==> src/rtl/tmr_cmp_unit.sv <==
module tmr_cmp_unit #(
  parameter int CNT_W   = 16,
  parameter int PSC_DIV = 4,
  parameter int AW      = 3
) (
  input  logic             clk,
  input  logic             rst_n,
  input  logic             wr_en,
  input  logic [AW-1:0]    wr_addr,
  input  logic [CNT_W-1:0] wr_data,
  input  logic             ext_evt,
  output logic [CNT_W-1:0] count,
  output logic [1:0]       irq_match,
  output logic             irq_edge,
  output logic [1:0]       tmr_out
);

  localparam int PSC_W = (PSC_DIV > 1) ? $clog2(PSC_DIV) : 1;
  localparam logic [PSC_W-1:0] PSC_LAST = PSC_W'(PSC_DIV - 1);
  localparam logic [AW-1:0] A_CMP0 = AW'(0);
  localparam logic [AW-1:0] A_CMP1 = AW'(1);
  localparam logic [AW-1:0] A_CTRL = AW'(2);
  localparam logic [AW-1:0] A_CFG  = AW'(3);
  localparam logic [AW-1:0] A_CLR  = AW'(4);

  logic [CNT_W-1:0] cmp [2];
  logic [CNT_W-1:0] cnt, cnt_nxt;
  logic [PSC_W-1:0] psc;
  logic       run, src_ext, pwm, clr0, started;
  logic [1:0] edge_sel, en, alv, ff, flag, match, wr_cmp;
  logic [2:0] sync;
  logic       eflag, rise, fall, edge_ok, psc_tick, inc, clr_en, wr_clr;

  assign wr_cmp[0] = wr_en && wr_addr == A_CMP0;
  assign wr_cmp[1] = wr_en && wr_addr == A_CMP1;
  assign wr_clr    = wr_en && wr_addr == A_CLR;

  assign rise     = sync[1] & ~sync[2];
  assign fall     = ~sync[1] & sync[2];
  assign edge_ok  = (edge_sel[0] & rise) | (edge_sel[1] & fall);
  assign psc_tick = (psc == PSC_LAST);
  assign inc      = run & (src_ext ? (edge_ok & started) : psc_tick);
  assign clr_en   = clr0 | pwm;
  assign cnt_nxt  = (clr_en && cnt == cmp[0]) ? '0 : cnt + CNT_W'(1);

  always_comb begin
    for (int n = 0; n < 2; n++)
      match[n] = inc && (cnt_nxt == cmp[n]) && !wr_cmp[n];
  end

  always_ff @(posedge clk or negedge rst_n) begin
    if (!rst_n) begin
      cmp[0]   <= '1;
      cmp[1]   <= '1;
      run      <= 1'b0;
      src_ext  <= 1'b0;
      edge_sel <= 2'b00;
      pwm      <= 1'b0;
      clr0     <= 1'b0;
      en       <= 2'b00;
      alv      <= 2'b00;
    end else if (wr_en) begin
      case (wr_addr)
        A_CMP0: cmp[0] <= wr_data;
        A_CMP1: cmp[1] <= wr_data;
        A_CTRL: begin
          run      <= wr_data[0];
          src_ext  <= wr_data[1];
          edge_sel <= wr_data[3:2];
          pwm      <= wr_data[4];
          clr0     <= wr_data[5];
        end
        A_CFG: begin
          en  <= {wr_data[2], wr_data[0]};
          alv <= {wr_data[3], wr_data[1]};
        end
        default: ;
      endcase
    end
  end

  always_ff @(posedge clk or negedge rst_n) begin
    if (!rst_n) sync <= '0;
    else        sync <= {sync[1:0], ext_evt};
  end

  always_ff @(posedge clk or negedge rst_n) begin
    if (!rst_n) begin
      psc     <= '0;
      cnt     <= '0;
      started <= 1'b0;
    end else if (!run) begin
      psc     <= '0;
      cnt     <= '0;
      started <= 1'b0;
    end else begin
      psc     <= (src_ext || psc_tick) ? '0 : psc + PSC_W'(1);
      started <= src_ext & (started | edge_ok);
      if (inc) cnt <= cnt_nxt;
    end
  end

  always_ff @(posedge clk or negedge rst_n) begin
    if (!rst_n) begin
      flag  <= 2'b00;
      eflag <= 1'b0;
      ff    <= 2'b00;
    end else begin
      for (int n = 0; n < 2; n++)
        flag[n] <= match[n] | (flag[n] & ~(wr_clr & wr_data[n]));
      eflag <= edge_ok | (eflag & ~(wr_clr & wr_data[2]));
      if (pwm) begin
        if (match[1])      ff <= 2'b00;
        else if (match[0]) ff <= 2'b11;
      end else begin
        ff <= ff ^ match;
      end
    end
  end

  assign count     = cnt;
  assign irq_match = flag;
  assign irq_edge  = eflag;
  assign tmr_out   = ((en & ff) & alv) | (~(en & ff) & ~alv);

  assert_stop_zero_R1: assert property (@(posedge clk) disable iff (!rst_n)
    !run |=> count == '0);

  assert_no_match_on_write_R4: assert property (@(posedge clk) disable iff (!rst_n)
    (wr_cmp[0] && !irq_match[0]) |=> !irq_match[0]);

  assert_flag_needs_step_R3: assert property (@(posedge clk) disable iff (!rst_n)
    (!inc && !irq_match[1]) |=> !irq_match[1]);

  assert_state_needs_step_R6: assert property (@(posedge clk) disable iff (!rst_n)
    !inc |=> $stable(ff));

  assert_first_edge_no_count_R10: assert property (@(posedge clk) disable iff (!rst_n)
    (run && src_ext && !started && edge_ok) |=> count == '0);

  assert_edge_sets_flag_R11: assert property (@(posedge clk) disable iff (!rst_n)
    edge_ok |=> irq_edge);

endmodule

==> config.mk <==
export PLATFORM = sky130hd
export DESIGN_NAME = tmr_cmp_unit
export DESIGN_NICKNAME = d
export VERILOG_FILES = /design/src/rtl/tmr_cmp_unit.sv
export SDC_FILE = /design/constraint.sdc
export NUM_CORES = 1
export LEC_CHECK = 0
export ABC_AREA = 1
export BUFFER_PORTS_ARGS = -buffer_cell sky130_fd_sc_hd__buf_2
export CAP_MARGIN = 20
export CELL_PAD_IN_SITES_DETAIL_PLACEMENT = 0
export CELL_PAD_IN_SITES_GLOBAL_PLACEMENT = 1
export CORE_UTILIZATION = 44
export CTS_BUF_LIST = sky130_fd_sc_hd__clkbuf_8
export CTS_CLUSTER_SIZE = 20
export DETAILED_ROUTE_END_ITERATION = 12
export GPL_TIMING_DRIVEN = 0
export HOLD_SLACK_MARGIN = 0.15
export PLACE_DENSITY_LB_ADDON = 0.1
export SLEW_MARGIN = 20
export SYNTH_ARGS = -nofsm -noshare
export SYNTH_HDL_FRONTEND = slang
export SYNTH_SLANG_ARGS = --single-unit
==> constraint.sdc <==
create_clock -name clk -period 2.65 [get_ports clk]
set_clock_uncertainty 0.05 [all_clocks]
set_input_delay 0.1325 -clock clk [delete_from_list [all_inputs] [get_ports clk]]
set_output_delay 0.1325 -clock clk [all_outputs]
set_load 0.05 [all_outputs]
==> results.md <==
- Starting DRT DRC Count: 200
- Clock latency on the worst-skew pair: 0.36 ns
- Synth Cell Area: 4130 µm²
- Input/output buffers: 43
- Worst-Margin Slew: 0.7695 ns
- Post-synthesis mux area share: 0%
- Largest net degree at the start of global routing: 44
- Area contributors post-synth: dfrtp_1 (22%), dfstp_2 (20%), nand2_1 (20%), inv_1 (6.5%), o21ai_0 (6.1%)
- VDD IR-drop max: 0.3622 mV
- Setup violations, final: 0
- First-pass GRT wire length: 20.36 mm
- DRC viols: 0
- Mapped Avg Cell Area: 6.907 µm²
- Leak Pwr: 2.672 nW
- Die Span X: 98.89 µm
- Synth-to-Final Area Change: 26.14%
- Worst Setup Start Kind: register
- Initial antenna violation count: 0
- Worst-path fanout max: 10
- Max clock buf depth: 2
- Tot Pwr: 3.095 mW
- WL/cell: 16.07 µm
- Power Density: 594.0 nW/µm²
- Cell taking the most area after synthesis: dfrtp_1
- Core area: 8891 µm²
- Yosys reg bits: 69
- Final slew viol count: 0
- Vias in the first global route: 4,026
- Arr. time, crit path: 2.66 ns
- Number of diodes: 0
- Overflow left after global routing: 0
- Gate count of the mapped netlist: 598
- Final worst slack: 0.1888 ns
- MaxCap Viol Count: 0
- Tot GR Track Use: 27.73%
- Pre-CTS setup slack: -0.1498 ns
- Rel. slew slack: 48.27%
- Class of the worst hold path: input port to register
- # IOs: 44
- CTS tree: built
- Die H: 98.89 µm
- Synth Area in XOR/XNOR: 2.121%
- CTS root buf: clkbuf_8
- Synthesized-area fraction occupied by and/or/nand/nor cells: 37.17%
- Via count: 4,188
- Top cell type's share of synthesized area: 22.42%
- Adder-cell share of the synthesized area: 0.6059%
- Final wirelength: 12.85 mm
- Ys Warns: 0
- Worst EP required: 2.85 ns
- Crit path kind: register to register
- Crit share post-route: 92.87%
- Fin crit period: 2.461 ns
- Net count after synthesis: 623
- FP Rows: 34
- Slowest stage cell, crit path: dfstp_2
- Share of layout cells above drive strength 1: 23.70%
- Final net count: 712
- CP Capture Type: register
- Total CTS buffers: 9
- Hold WS: 0.1702 ns
- Clock slew at reported path FFs: 0.08 ns
- Non-Filler Instances: 800
- Max Clock Freq: 0.4063 GHz
- Placed insts: 750
- Most common cell after layout, fill and taps aside: nand2_1
- Drt first pass iters: 6
- Worst path max stage delay: 0.58 ns
- Most frequent cells in the layout: nand2_1 (208), inv_1 (69), nor2_1 (54)
- Crit path max-delay family: simple AND/OR/NAND/NOR gates
- Die ar.: 9778 µm²
- Post-synthesis compound-gate area fraction: 8.725%
- GPL Wtd Cong: 0.9287
- Vias per cell: 5.235
- Sequential area share after synthesis: 42.77%
- Status: finished, final reports clean
- Worst Path Buf+Inv: 2
- Final Hold Fails: 0
- DP HPWL: 9.421 mm
- H-tree depth: 3
- Initial Util: 46.45%
- Critical Path, Cell by Cell: inv_1, nand2_2, nand2_1, nor2_2, nand2_1, nor2_2, nand3_2, buf_4, nand3_1, nand2_1, nor2_4, nand2_1, nor2_1, nand3_2, a21oi_1, nor2_1
- Synth cell types: 28
- Largest family of logic cells by synthesized area: simple AND/OR/NAND/NOR gates
- Clock sink count: 69
- Top cell by count, worst path: nand2_1
- Post-route ant nets: 0
-- stage by stage --
step                utilization, %  setup TNS (ns)  instance area, µm²
CTS                          56.12               0                4990
global placement             50.39         -0.1558                4481
floorplan                        -               0                4130
finish                       58.60               0                5210
global route                 58.60        -0.01854                5210
detailed placement           50.65         -0.2029                4503
-- area by class of cell --
class	instances	area, µm²
Buffer	12	80.08
Clock buffer	10	137.6
Multi-Input combinational cell	439	2126
Inverter	78	292.8
Clock inverter	6	87.58
Sequential cell	69	1775
Fill cell	851	3681
Tap cell	108	135.1
Timing Repair Buffer	78	575.6
-- path summary, 6_finish.rpt --
kind | from | cells after the start | end | slack, ns
setup / recovery | cmp[21] | 16 | ff[1] | 0.19
max in group asynchronous | rst_n | 3 | cmp[1] | 1.73
min in group asynchronous | rst_n | 2 | count[9] | 0.19
hold reg to reg | sync[0] | 0 | sync[1] | 0.31
setup reg to reg | cmp[21] | 16 | ff[1] | 0.19
hold / removal | wr_addr[0] | 5 | irq_match[0] | 0.17
-- tightest hold or removal path, stage by stage --
cell and delay, ns:
buf_2 0.10, nor2_1 0.05, nand3_1 0.11, o21ai_0 0.08, nand2_1 0.06
-- power breakdown --
group,switching (mW),total (mW),internal [mW],leakage [nW]
Clock,0.438,0.993,0.554,0.110
Combinational,0.462,0.718,0.256,1.76
Sequential,0.125,1.38,1.26,0.803
-- cell families after synthesis --
| kind of cell | count (synthesis) |
|---|---|
| buffers and inverters | 90 |
| xor gates and xnor gates | 10 |
| DFF | 69 |
| AOI/OAI and AO/OA | 68 |
| adders and majority gates | 2 |
| and+or+nand+nor | 359 |
-- per-layer routing --
layer  share of wire (%)  routed length, µm  up-vias  GRT usage (%)
met5                   0                  0        -              0
met4                 4.3                559        0          14.81
met3                 5.0                648       39          4.397
met2                  47               6001      138          45.88
met1                  44               5643     1945          34.90
li1                    -                  -     2066              -
-- cell usage after synthesis, drive strengths merged --
cell type    n
nor3b        1
buf          4
or2          1
clkbuf       8
nor2        69
o22ai       16
dfrtp       37
inv         77
nand2      221
nor4         1
and2         1
ha           2
xor2        10
o21ai       51
dfstp       32
nand3b       9
nand4       11
a21oi        1
nor3         4
clkinv       1
nand3       41
-- state kept, by name, summed over array words and instances, names as in the netlist --
signal,cells
src_ext,1
irq_edge,1
psc,2
irq_match,2
en,2
count,16
ff,2
cmp,32
alv,2
sync,3
clr0,1
edge_sel,2
run,1
started,1
pwm,1
-- repair_timing --
action | 4_1_cts | 5_1_grt
resized for setup | 5 | 46
pin swaps | 2 | 15
cloned | 0 | 0
endpoints found under the hold margin | 93 | 0
buffers inserted | 2 | 9
hold buffers | 23 | 0
setup endpoints to repair | 3 | 3
Note: power is estimated with default switching activity, not from simulation.
